$ cat config.mk
export PLATFORM = sky130hd
export DESIGN_NAME = gpio_irq_ctrl
export DESIGN_NICKNAME = d
export VERILOG_FILES = /design/src/rtl/gpio_pkg.sv /design/src/rtl/gpio_sync.sv /design/src/rtl/gpio_line_detect.sv /design/src/rtl/gpio_irq_ctrl.sv
export SDC_FILE = /design/constraint.sdc
export NUM_CORES = 1
export LEC_CHECK = 0
export BUFFER_PORTS_ARGS = -buffer_cell sky130_fd_sc_hd__buf_2
export CAP_MARGIN = 20
export CORE_UTILIZATION = 25
export CTS_CLUSTER_DIAMETER = 40
export DETAILED_ROUTE_END_ITERATION = 16
export GPL_TIMING_DRIVEN = 0
export PLACE_DENSITY_LB_ADDON = 0.15
export SETUP_SLACK_MARGIN = 0.5
export SLEW_MARGIN = 20
export SYNTH_ARGS = -nofsm -noshare
export SYNTH_HDL_FRONTEND = slang
export SYNTH_SLANG_ARGS = --single-unit
$ cat constraint.sdc
create_clock -name clk -period 1.7 [get_ports clk]
set_clock_uncertainty 0.2 [all_clocks]
set_input_delay 0.085 -clock clk [delete_from_list [all_inputs] [get_ports clk]]
set_output_delay 0.085 -clock clk [all_outputs]
set_load 0.01 [all_outputs]
$ cat src/rtl/gpio_pkg.sv
package gpio_pkg;
  localparam int unsigned STYLE_W       = 3;
  localparam int unsigned FIELDS_PER_REG = 8;

  typedef enum logic [STYLE_W-1:0] {
    STY_LVL_HI = 3'd0,
    STY_LVL_LO = 3'd1,
    STY_RISE   = 3'd2,
    STY_FALL   = 3'd3,
    STY_ANY    = 3'd4
  } style_e;

  // word index = addr[4:2]
  localparam logic [2:0] W_OUT  = 3'd0;
  localparam logic [2:0] W_DIR  = 3'd1;
  localparam logic [2:0] W_IN   = 3'd2;
  localparam logic [2:0] W_STAT = 3'd3;
  localparam logic [2:0] W_TLO  = 3'd4;
  localparam logic [2:0] W_THI  = 3'd5;
  localparam logic [2:0] W_CLK  = 3'd6;
  localparam logic [2:0] W_DBS  = 3'd7;
endpackage

$ cat src/rtl/gpio_sync.sv
module gpio_sync #(
  parameter int unsigned W      = 16,
  parameter int unsigned STAGES = 2
) (
  input  logic         clk,
  input  logic         rst,
  input  logic [W-1:0] d,
  output logic [W-1:0] q
);
  logic [W-1:0] stg [STAGES];

  always_ff @(posedge clk) begin
    if (rst) begin
      for (int i = 0; i < STAGES; i++) stg[i] <= '0;
    end else begin
      stg[0] <= d;
      for (int i = 1; i < STAGES; i++) stg[i] <= stg[i-1];
    end
  end

  assign q = stg[STAGES-1];
endmodule

$ cat src/rtl/gpio_line_detect.sv
module gpio_line_detect
  import gpio_pkg::*;
(
  input  logic               cur,
  input  logic               prev,
  input  logic [STYLE_W-1:0] style,
  output logic               hit
);
  always_comb begin
    case (style_e'(style))
      STY_LVL_HI: hit = cur;
      STY_LVL_LO: hit = ~cur;
      STY_RISE:   hit = cur & ~prev;
      STY_FALL:   hit = ~cur & prev;
      STY_ANY:    hit = cur ^ prev;
      default:    hit = 1'b0;
    endcase
  end
endmodule

$ cat src/rtl/gpio_irq_ctrl.sv
module gpio_irq_ctrl
  import gpio_pkg::*;
#(
  parameter int unsigned N_LINES     = 16,
  parameter int unsigned N_IRQ       = 13,
  parameter int unsigned DW          = 32,
  parameter int unsigned AW          = 5,
  parameter int unsigned SYNC_STAGES = 2
) (
  input  logic               clk,
  input  logic               rst,
  input  logic               wr_en,
  input  logic [AW-1:0]      addr,
  input  logic [DW-1:0]      wdata,
  output logic [DW-1:0]      rdata,
  input  logic [N_LINES-1:0] pin_in,
  output logic [N_LINES-1:0] pin_out,
  output logic [N_LINES-1:0] pin_oe,
  output logic [N_IRQ-1:0]   irq
);
  localparam int unsigned TYPE_W = STYLE_W * FIELDS_PER_REG;
  localparam logic [N_LINES-1:0] IRQ_MASK = N_LINES'((64'd1 << N_IRQ) - 64'd1);

  logic [N_LINES-1:0] out_q, dir_q, stat_q, dbs_q;
  logic [TYPE_W-1:0]  tlo_q, thi_q;
  logic [DW-1:0]      clk_q;
  logic [N_LINES-1:0] sync_s, prev_q, hit;
  logic [2:0]         wsel;
  logic               wr_ok;
  logic [N_LINES-1:0] clr;

  assign wsel  = addr[AW-1:2];
  assign wr_ok = wr_en && (addr[1:0] == 2'b00);
  assign clr   = (wr_ok && wsel == W_STAT) ? wdata[N_LINES-1:0] : '0;

  gpio_sync #(.W(N_LINES), .STAGES(SYNC_STAGES)) u_sync (
    .clk (clk),
    .rst (rst),
    .d   (pin_in),
    .q   (sync_s)
  );

  always_ff @(posedge clk) begin
    if (rst) prev_q <= '0;
    else     prev_q <= sync_s;
  end

  for (genvar k = 0; k < N_LINES; k++) begin : g_line
    logic [STYLE_W-1:0] sty;
    if (k < FIELDS_PER_REG) begin : g_lo
      assign sty = tlo_q[STYLE_W*k +: STYLE_W];
    end else begin : g_hi
      assign sty = thi_q[STYLE_W*(k-FIELDS_PER_REG) +: STYLE_W];
    end
    gpio_line_detect u_det (
      .cur   (sync_s[k]),
      .prev  (prev_q[k]),
      .style (sty),
      .hit   (hit[k])
    );
  end

  always_ff @(posedge clk) begin
    if (rst) begin
      out_q <= '0;
      dir_q <= '1;
      tlo_q <= '0;
      thi_q <= '0;
      clk_q <= '0;
      dbs_q <= '0;
    end else if (wr_ok) begin
      case (wsel)
        W_OUT: out_q <= wdata[N_LINES-1:0];
        W_DIR: dir_q <= wdata[N_LINES-1:0];
        W_TLO: tlo_q <= wdata[TYPE_W-1:0];
        W_THI: thi_q <= wdata[TYPE_W-1:0];
        W_CLK: clk_q <= wdata;
        W_DBS: dbs_q <= wdata[N_LINES-1:0];
        default: ;
      endcase
    end
  end

  // detection has priority over a write-one clear
  always_ff @(posedge clk) begin
    if (rst) stat_q <= '0;
    else     stat_q <= ((stat_q & ~clr) | hit) & IRQ_MASK;
  end

  always_ff @(posedge clk) begin
    if (rst) begin
      rdata <= '0;
    end else begin
      case (wsel)
        W_OUT:  rdata <= DW'(out_q);
        W_DIR:  rdata <= DW'(dir_q);
        W_IN:   rdata <= DW'(sync_s);
        W_STAT: rdata <= DW'(stat_q);
        W_TLO:  rdata <= DW'(tlo_q);
        W_THI:  rdata <= DW'(thi_q);
        W_CLK:  rdata <= clk_q;
        default: rdata <= DW'(dbs_q);
      endcase
    end
  end

  assign pin_out = out_q;
  assign pin_oe  = ~dir_q;
  assign irq     = stat_q[N_IRQ-1:0];
endmodule

==> out/qor.csv, run 1 <==
metric;value;unit
outcome;finished, violations left;
failing checks;hold timing;
Yosys reg bits;218;
fmax;683.8;MHz
Max Cap Viol;0;
Synthesized Nets;1173;
Leak Pwr;5.756;nW
Post-Layout Cell Count;1872;
adder-cell area share of the yosys netlist;3.543;%
worst hold-check path type;in2reg;
pins over their slew limit;0;
Num CTS Buffers;41;
register area share after synthesis;47.53;%
Clock Path Buffers;3;
total I/O pin count;133;
Pwr Total;14.73;mW
pwr/cell area;1010;mW/mm^2
Worst Path Class, Setup;reg2reg;
RSZ-0062 raised after global routing;yes;
drt drc;0;
ys async rst share;0;%
Worst path slowest cell;dfxtp_2;
maximum number of pins on one net before global-route repair;12;
die width;193.7;um
die area;0.03750;mm^2
VDD IR max;0.5529;mV
Core Area;0.03583;mm^2
Area Overhead vs Synth;58.93;%
final hold vios;34;
Final setup viols;0;
H-tree lvl count;2;
Root Driver;clkbuf_16;
aggregate global routing overflow;0;
clk sinks;218;
Final Wtd Congestion;0.8661;
area taken by multi-input logic gates;0.005185;mm^2
vias in the first global route;8473;
max incr delay on CP;0.33;ns
via count;8947;
1st-iter DRT viols;618;
DRT Wirelength;38160;um
Mean Syn Cell Area;8.417;um^2
Vias/cell;4.779;
Post-Synth XOR/XNOR Area;0;%
Post-Synth Simple-Gate Area;21.57;%
register-to-register setup slack;0.24;ns
Mapped Area;0.009183;mm^2
clk slew on worst S/H paths;0.05;ns
hpwl dp;25940;um
Critical Path Source Type;flop;
clk_lat worst skew;0.54;ns
Syn Inst Count;1091;
FP Rows;69;
worst endpoint data arrival time;1.67;ns
Avg WL per Cell;20.38;um
mux share of post-synthesis cell area;6.472;%
Post-synth EDFFs;0;
CTS tree;done;
chip height;193.7;um
I/O Buffers;131;
Final Cycle Share;86.02;%
Core Util, Final;40.73;%
Tightest Pin Transition;0.8505;ns
yosys warns;0;
min cycle time layout;1.462;ns
Crit Path Max Fanout;2;
GR Util All Layers;19.83;%
Synth Area in Compound Gates;15.71;%
first-pass GRT wire length;55000;um
nature of the critical path endpoint;flop;
layout cells sized above 1;43.44;%
largest family of logic cells by synthesized area;simple AND/OR/NAND/NOR gates;
hold_ws;-0.2470;ns
antenna viol nets, final;0;
initial antenna violation count;0;
number of nets in the layout;1460;
hold buffer count at CTS;50;
Distinct cells, synth;36;
Main synth FF type;dfxtp_1;
TritonRoute pass-1 iters;5;
Initial Utilization;25.63;%
Slew headroom;43.30;%
antenna cells;0;
Reg area;0.004604;mm^2
critical-path cell list;inv_2, ha_4, a211oi_2, a2111oi_2, a311o_1;
Placed Cells;1683;
CP required;1.91;ns
Filler Cell Count;3625;
-- cell families after synthesis --
| logic type | count (synthesis) |
|---|---|
| AO/OA/AOI/OAI | 228 |
| adder cells (fa/ha/maj) | 26 |
| buffers and inverters | 114 |
| flip-flops | 218 |
| multiplexers | 53 |
| AND/OR/NAND/NOR | 452 |
-- critical path: cells and delay by family (launching register included) --
kind	cells	cell delay [ns]
AO/OA/AOI/OAI	3	0.61
flip-flops	1	0.33
adder cells (fa/ha/maj)	1	0.15
buffers and inverters	1	0.05
-- registers in the layout, summed over array words and instances (netlist names) --
name,count
stat_q,13
u_sync.stg,32
clk_q,32
dbs_q,16
pin_out,16
prev_q,13
dir_q,16
rdata,32
thi_q,24
tlo_q,24
-- cell usage in the layout (no fill, tap or decap), drive strengths merged, types with 5 or more instances in the layout --
master       instances
buf                225
dfxtp              218
nand2              199
nor2               146
a21oi              143
clkbuf              93
dlygate4sd3         50
nor2b               48
mux2i               47
inv                 47
ha                  26
a211oi              24
a211o               16
nand2b              16
a2111oi             15
a311o               13
nand3               13
nor3                12
o221ai              12
and2                10
clkinv               9
clkinvlp             8
mux4                 5
-- per-stage QoR --
step | setup TNS, ns | hold WS [ns] | worst slack [ns] | instance area (um^2)
floorplan | 0 | 0.002840 | 0.1186 | 9417
global placement | -81.42 | 0.09830 | -0.9282 | 10650
detailed placement | -79.30 | 0.09666 | -0.9422 | 10650
CTS | 0 | -0.2498 | 0.2364 | 13950
global route | 0 | -0.2377 | 0.1797 | 14590
finish | 0 | -0.2470 | 0.2377 | 14590
-- synth_stat cells (all sizes together) (10+ instances only) --
library cell	instances	area [um^2]
dfxtp	218	4364
nor2	146	563.0
nor3	12	60.06
nor2b	48	300.3
and2	10	62.56
o221ai	12	105.1
mux2i	47	470.5
buf	29	156.4
a311o	13	130.1
nand2b	16	100.1
ha	26	325.3
nand2	199	747.0
a2111oi	15	131.4
inv	43	161.4
nand3	13	65.06
a21oi	143	715.7
clkbuf	42	157.7
a211o	16	140.1
a211oi	24	180.2
-- cell type report --
type,instances,area share (%)
repair buffers,244,14.18
multi-input cells,759,35.53
well taps,461,3.952
flip-flops and latches,218,31.55
clock buffers,53,7.965
inverters,43,1.226
clock inverters,23,1.578
plain buffers,71,4.021
-- per-layer routing --
metal / share of wire, % / vias to the layer above / track usage (%)
met5: 0 / - / 0
met4: 3.2 / 0 / 7.319
met3: 5.5 / 72 / 3.966
met2: 46 / 305 / 31.72
met1: 45 / 4280 / 26.33
li1: - / 4290 / -
-- what timing repair did --
item / 4_1_cts / 5_1_grt
resized for setup: 346 / 134
endpoints found under the hold margin: 164 / 32
setup endpoints to repair: 295 / 230
buffers inserted: 40 / 21
cloned: 1 / 1
pin swaps: 80 / 58
-- final timing paths --
| path | from | to | cells past startpoint |
|---|---|---|---|
| min | addr[1] | tlo_q[0]$_SDFFE_PP0P_ | 5 |
| max reg2reg | prev_q[3]$_SDFF_PP0_ | stat_q[3]$_SDFF_PP0_ | 5 |
| max | prev_q[3]$_SDFF_PP0_ | stat_q[3]$_SDFF_PP0_ | 5 |
| min reg2reg | u_sync.stg[0][12]$_SDFF_PP0_ | u_sync.stg[0][28]$_SDFF_PP0_ | 1 |
-- power by group --
part           leakage [nW]  total [mW]  internal [mW]  switching (mW)
Sequential             1.82        5.30           5.20          0.0987
Combinational          3.27        1.34          0.587           0.753
Clock                 0.664        8.10           5.18            2.92
Total                  5.76        14.7           11.0            3.77
Power figures use the tool's default switching activity.
==> run 2: changes to the inputs <==
--- a/config.mk
+++ b/config.mk
@@ -9,2 +9,3 @@
 export CAP_MARGIN = 20
+export CORE_MARGIN = 2
 export CORE_UTILIZATION = 25
==> constraint.sdc (replaced) <==
create_clock -name clk -period 1.7 [get_ports clk]
set_clock_uncertainty 0.2 [all_clocks]
set_input_delay 0.255 -clock clk [delete_from_list [all_inputs] [get_ports clk]]
set_output_delay 0.255 -clock clk [all_outputs]
set_load 0.01 [all_outputs]
==> run 2 against run 1 <==
Net effect: register-to-register slack about the same; fmax decreased by 5.6%; die area increased by 2.1%; the run now ends clean; setup slack got worse by 0.087 ns; critical path type is now in2reg; global-route usage increased by 1.0 points; routed wire length increased by 8.7%; power increased by 1.5%.
==> out/qor.csv, run 2 (same netlist as run 1, synthesis figures left out) <==
metric;value;unit
outcome;finished clean;
RSZ-0062 raised after global routing;yes;
H-tree lvl count;2;
Final Wtd Congestion;0.8361;
nature of the critical path endpoint;flop;
Worst path top cell family by delay;simple AND/OR/NAND/NOR gates;
DRT Wirelength;41490;um
Core Area;0.03635;mm^2
Pwr Total;14.95;mW
cell internal pwr;11.15;mW
TritonRoute pass-1 iters;5;
clk slew on worst S/H paths;0.05;ns
Crit Path Max Fanout;5;
max incr delay on CP;0.56;ns
register-to-register setup slack;0.23;ns
RR Startpoint;u_sync.stg[0][19]$_SDFF_PP0_;
GR Util All Layers;20.86;%
Reg area;0.004591;mm^2
pwr/cell area;912.6;mW/mm^2
initial antenna violation count;0;
pins over their slew limit;0;
Tightest Pin Transition;1.034;ns
Critical Path Source Type;primary input;
critical-path cell list;buf_8, or4b_4, nor2_4, buf_12, buf_16, a21oi_4, a311o_1;
antenna viol nets, final;0;
vias in the first global route;8838;
Num CTS Buffers;40;
final hold vios;0;
Logic pwr share;10.5;%
Largest regs;clk_q (32), rdata (32), u_sync.stg (32);
Clock Power Share;54.1;%
most frequent cells in the layout;nor2_1 (121), nand2_1 (121), dfxtp_1 (111);
Slew headroom;31.06;%
Leak Pwr;6.792;nW
Worst Path Class, Setup;in2reg;
Vias/cell;4.845;
Post-Layout Cell Count;1932;
total I/O pin count;133;
clk_lat worst skew;0.52;ns
worst endpoint data arrival time;1.74;ns
worst hold-check path type;in2reg;
Setup TNS;0;ns
CTS tree;done;
fmax;645.6;MHz
CP required;1.89;ns
1st-iter DRT viols;505;
die area;0.03828;mm^2
clk sinks;218;
Worst path slowest cell;or4b_4;
WP buf/inv;3;
VDD IR max;0.5182;mV
maximum number of pins on one net before global-route repair;13;
Endpoint, Worst Hold;stat_q[7]$_SDFF_PP0_;
via count;9360;
hpwl dp;26350;um
antenna cells;0;
I/O Buffers;131;
reg2reg path depth;5;
min cycle time layout;1.549;ns
switch share;25.40;%
chip height;195.7;um
sw power;3.798;mW
layout cells sized above 1;56.22;%
hold path depth;3;
number of nets in the layout;1516;
drt drc;0;
hold_ws;0.01851;ns
first-pass GRT wire length;58460;um
FP Rows;70;
die width;195.7;um
Avg WL per Cell;21.47;um
Final setup viols;0;
Seq pwr share;35.4;%
Max Cap Viol;0;
Final Cycle Share;91.11;%
area taken by multi-input logic gates;0.006027;mm^2
Placed Cells;1690;
Initial Utilization;25.26;%
aggregate global routing overflow;0;
Area Overhead vs Synth;78.42;%
Clock Path Buffers;3;
hold_sp;wdata[7];
Root Driver;clkbuf_16;
Worst R2R End;stat_q[3]$_SDFF_PP0_;
Filler Cell Count;3500;
[run 2: cell count changes in the layout (fill, tap and decap cells not counted), sizes merged]
cell and change:
buf +58, clkbuf -10, inv -2, clkinv +3, dlygate4sd3 -1, dlymetal6s4s +5
clkinvlp -2, bufinv +2
[run 2: how the worst max path moves through the flow]
stage,to,from,cells after the start
5_1_grt,stat_q[4]$_SDFF_PP0_,addr[1],7
6_report,stat_q[4]$_SDFF_PP0_,addr[1],7
2_1_floorplan,stat_q[10]$_SDFF_PP0_,addr[4],5
3_5_place_dp,rdata[14]$_SDFF_PP0_,addr[4],6
4_1_cts,stat_q[9]$_SDFF_PP0_,prev_q[9]$_SDFF_PP0_,5
3_3_place_gp,rdata[13]$_SDFF_PP0_,addr[4],6
[run 2: per-stage QoR]
| step | cell area, um^2 | setup slack [ns] | utilization, % |
|---|---|---|---|
| floorplan | 9448 | -0.05143 | - |
| global placement | 10690 | -0.7746 | 29.41 |
| detailed placement | 10690 | -0.7047 | 29.41 |
| CTS | 14570 | 0.1702 | 40.09 |
| global route | 16380 | 0.1531 | 45.07 |
| finish | 16380 | 0.1511 | 45.07 |
[run 2: worst min-delay path: cells and delay by family]
| family | cells | cell delay [ns] |
|---|---|---|
| AOI/OAI and AO/OA | 2 | 0.29 |
| buffers and inverters | 1 | 0.15 |
[run 2: routing by layer]
layer / GRT usage (%) / wire length, um / share of wire (%) / vias to the layer above
met2: 34.27 / 19290 / 46 / 298
li1: - / - / - / 4409
met1: 28.24 / 18580 / 45 / 4569
met5: 0 / 0 / 0 / -
met3: 2.888 / 2383 / 5.7 / 84
met4: 6.958 / 1233 / 3.0 / 0
[run 2: power by group through the flow]
stage                     registers, mW  clock network [mW]  logic (mW)
after floorplan                    5.41                   0       0.494
after global placement             5.43                   0       0.976
after detailed placement           5.43                   0       0.977
after CTS                          5.30                8.21        1.33
after global routing               5.30                8.45        1.66
final                              5.29                8.09        1.57
[run 2: repair_timing]
item,in CTS,in global routing
cloned,11,2
setup buffers,63,40
gates resized for setup,385,388
hold buffers,54,0
hold endpoints to repair,144,0
pin swaps,85,170
setup endpoints to repair,288,251
[run 2: layout make-up]
class	count	share of cell area (%)
multi-input combinational	759	36.79
clock inverter	24	1.657
sequential	218	28.02
inverter	43	1.016
clock buffer	48	6.728
timing repair buffer	301	17.24
tap	468	3.574
buffer	71	4.979
==> run 3: changes to the inputs <==
clock period = 1.97 ns   (was 1.7 ns; I/O delays follow)
==> run 3 against run 2 <==
Net effect: via count shrank 3.7%; clock power is 12% lower; utilization is 6.1 points lower; sequential share of layout area up 4.1 points; critical path depth did not move; sequential power shrank 14%; setup slack improved by 0.27 ns; hold slack lost 0.039 ns; first-iteration DRC count grew 21%; register-to-register slack improved by 0.22 ns; die area is the same; the flow now finishes with violations (hold timing); non-clock buffer count down 53.
==> out/qor.csv, run 3 (same netlist as run 1, synthesis figures left out) <==
metric;value;unit
outcome;finished, violations left;
failing checks;hold timing;
initial antenna violation count;0;
Clock Power Share;55.8;%
Num CTS Buffers;40;
H-tree lvl count;2;
clk slew on worst S/H paths;0.05;ns
die area;0.03828;mm^2
die width;195.7;um
pins over their slew limit;0;
Clock Path Buffers;3;
TritonRoute pass-1 iters;6;
Tightest Pin Transition;0.9425;ns
aggregate global routing overflow;0;
fmax;647.3;MHz
nature of the critical path endpoint;flop;
switch share;25.12;%
Post-Layout Cell Count;1881;
DRT Wirelength;38500;um
Core Area;0.03635;mm^2
Area Overhead vs Synth;54.35;%
final hold vios;1;
cell internal pwr;9.586;mW
I/O Buffers;131;
first-pass GRT wire length;56180;um
maximum number of pins on one net before global-route repair;13;
antenna cells;0;
hold buffer count at CTS;48;
Seq pwr share;35.7;%
pwr/cell area;903.2;mW/mm^2
drt drc;0;
RSZ-0062 raised after global routing;yes;
total I/O pin count;133;
vias in the first global route;8681;
clk_lat worst skew;0.54;ns
Worst Path Class, Setup;in2reg;
Max Cap Viol;0;
Placed Cells;1690;
CTS tree;done;
1st-iter DRT viols;613;
chip height;195.7;um
via count;9017;
worst hold-check path type;in2reg;
layout cells sized above 1;39.35;%
CP required;2.18;ns
Final setup viols;0;
hpwl dp;26200;um
Core Util, Final;38.99;%
Final WS setup;0.4251;ns
Avg WL per Cell;20.47;um
most frequent cells in the layout;nand2_1 (198), a21oi_1 (131), nor2_1 (129);
Root Driver;clkbuf_16;
Leak Pwr;5.732;nW
Critical Path Source Type;primary input;
Largest regs;clk_q (32), rdata (32), u_sync.stg (32);
sw power;3.215;mW
FP Rows;70;
Logic pwr share;8.5;%
hold_ws;-0.02039;ns
Crit Path Max Fanout;5;
Initial Utilization;25.26;%
Final Wtd Congestion;0.8515;
worst endpoint data arrival time;1.76;ns
Post-Place Setup Slack;-1.087;ns
GR Util All Layers;19.87;%
Pwr Total;12.80;mW
VDD IR max;0.4714;mV
antenna viol nets, final;0;
Slew headroom;37.17;%
min cycle time layout;1.545;ns
most common cell after layout, fill and taps aside;nand2_1;
clk sinks;218;
number of nets in the layout;1463;
Final Cycle Share;78.42;%
Vias/cell;4.794;
==> run 3: critical path: stages <==
cell and delay (ns):
buf_8 0.10, or4b_4 0.57, nor2_4 0.23, buf_6 0.14, buf_12 0.13, nor2_1 0.05, a211o_1 0.22
==> run 3: final cells by class <==
cell class,instances,area [um^2]
buffer,71,530.5
clock buffer,47,1109
clock inverter,27,302.8
fill,3708,22170
inverter,43,161.4
multi-input combinational,759,4838
sequential,218,4556
tap,468,585.6
timing repair buffer,248,2091
==> run 3: per-layer routing <==
layer / up-vias / wire length [um] / track usage, %
li1: 4284 / - / -
met1: 4381 / 17620 / 27.06
met2: 296 / 17940 / 32.84
met3: 56 / 2076 / 2.871
met4: 0 / 859 / 5.612
met5: - / 0 / 0
==> run 3: stage by stage <==
stage	TNS (ns)	hold WS, ns	area [um^2]
floorplan	0	0.2133	9328
global placement	-95.09	0.2197	10570
detailed placement	-97.61	0.2204	10570
CTS	0	-0.1394	13590
global route	0	0.001504	14170
finish	0	-0.02039	14170
==> run 3: repair_timing <==
item	in CTS	in global routing
endpoints found under the hold margin	144	1
endpoints found under the setup margin	273	183
gates resized for setup	234	150
buffers inserted	53	14
pin swaps	13	45
gates cloned	1	1
==> run 3: path summary, 6_finish.rpt <==
kind	slack [ns]	to	start	depth (start not counted)
max reg2reg	0.45	stat_q[7]$_SDFF_PP0_	u_sync.stg[0][23]$_SDFF_PP0_	4
max	0.43	dir_q[10]$_SDFFE_PP1P_	addr[0]	7
min reg2reg	0.23	u_sync.stg[0][21]$_SDFF_PP0_	u_sync.stg[0][5]$_SDFF_PP0_	1
min	-0.02	tlo_q[1]$_SDFFE_PP0P_	addr[1]	5
==> run 3: power groups by stage <==
stage / registers (mW) / clock network, mW / logic (mW)
6_report: 4.57 / 7.14 / 1.09
5_1_grt: 4.58 / 7.49 / 1.17
3_5_place_dp: 4.68 / 0 / 0.819
2_1_floorplan: 4.67 / 0 / 0.407
4_1_cts: 4.58 / 7.27 / 1.03
3_3_place_gp: 4.68 / 0 / 0.817
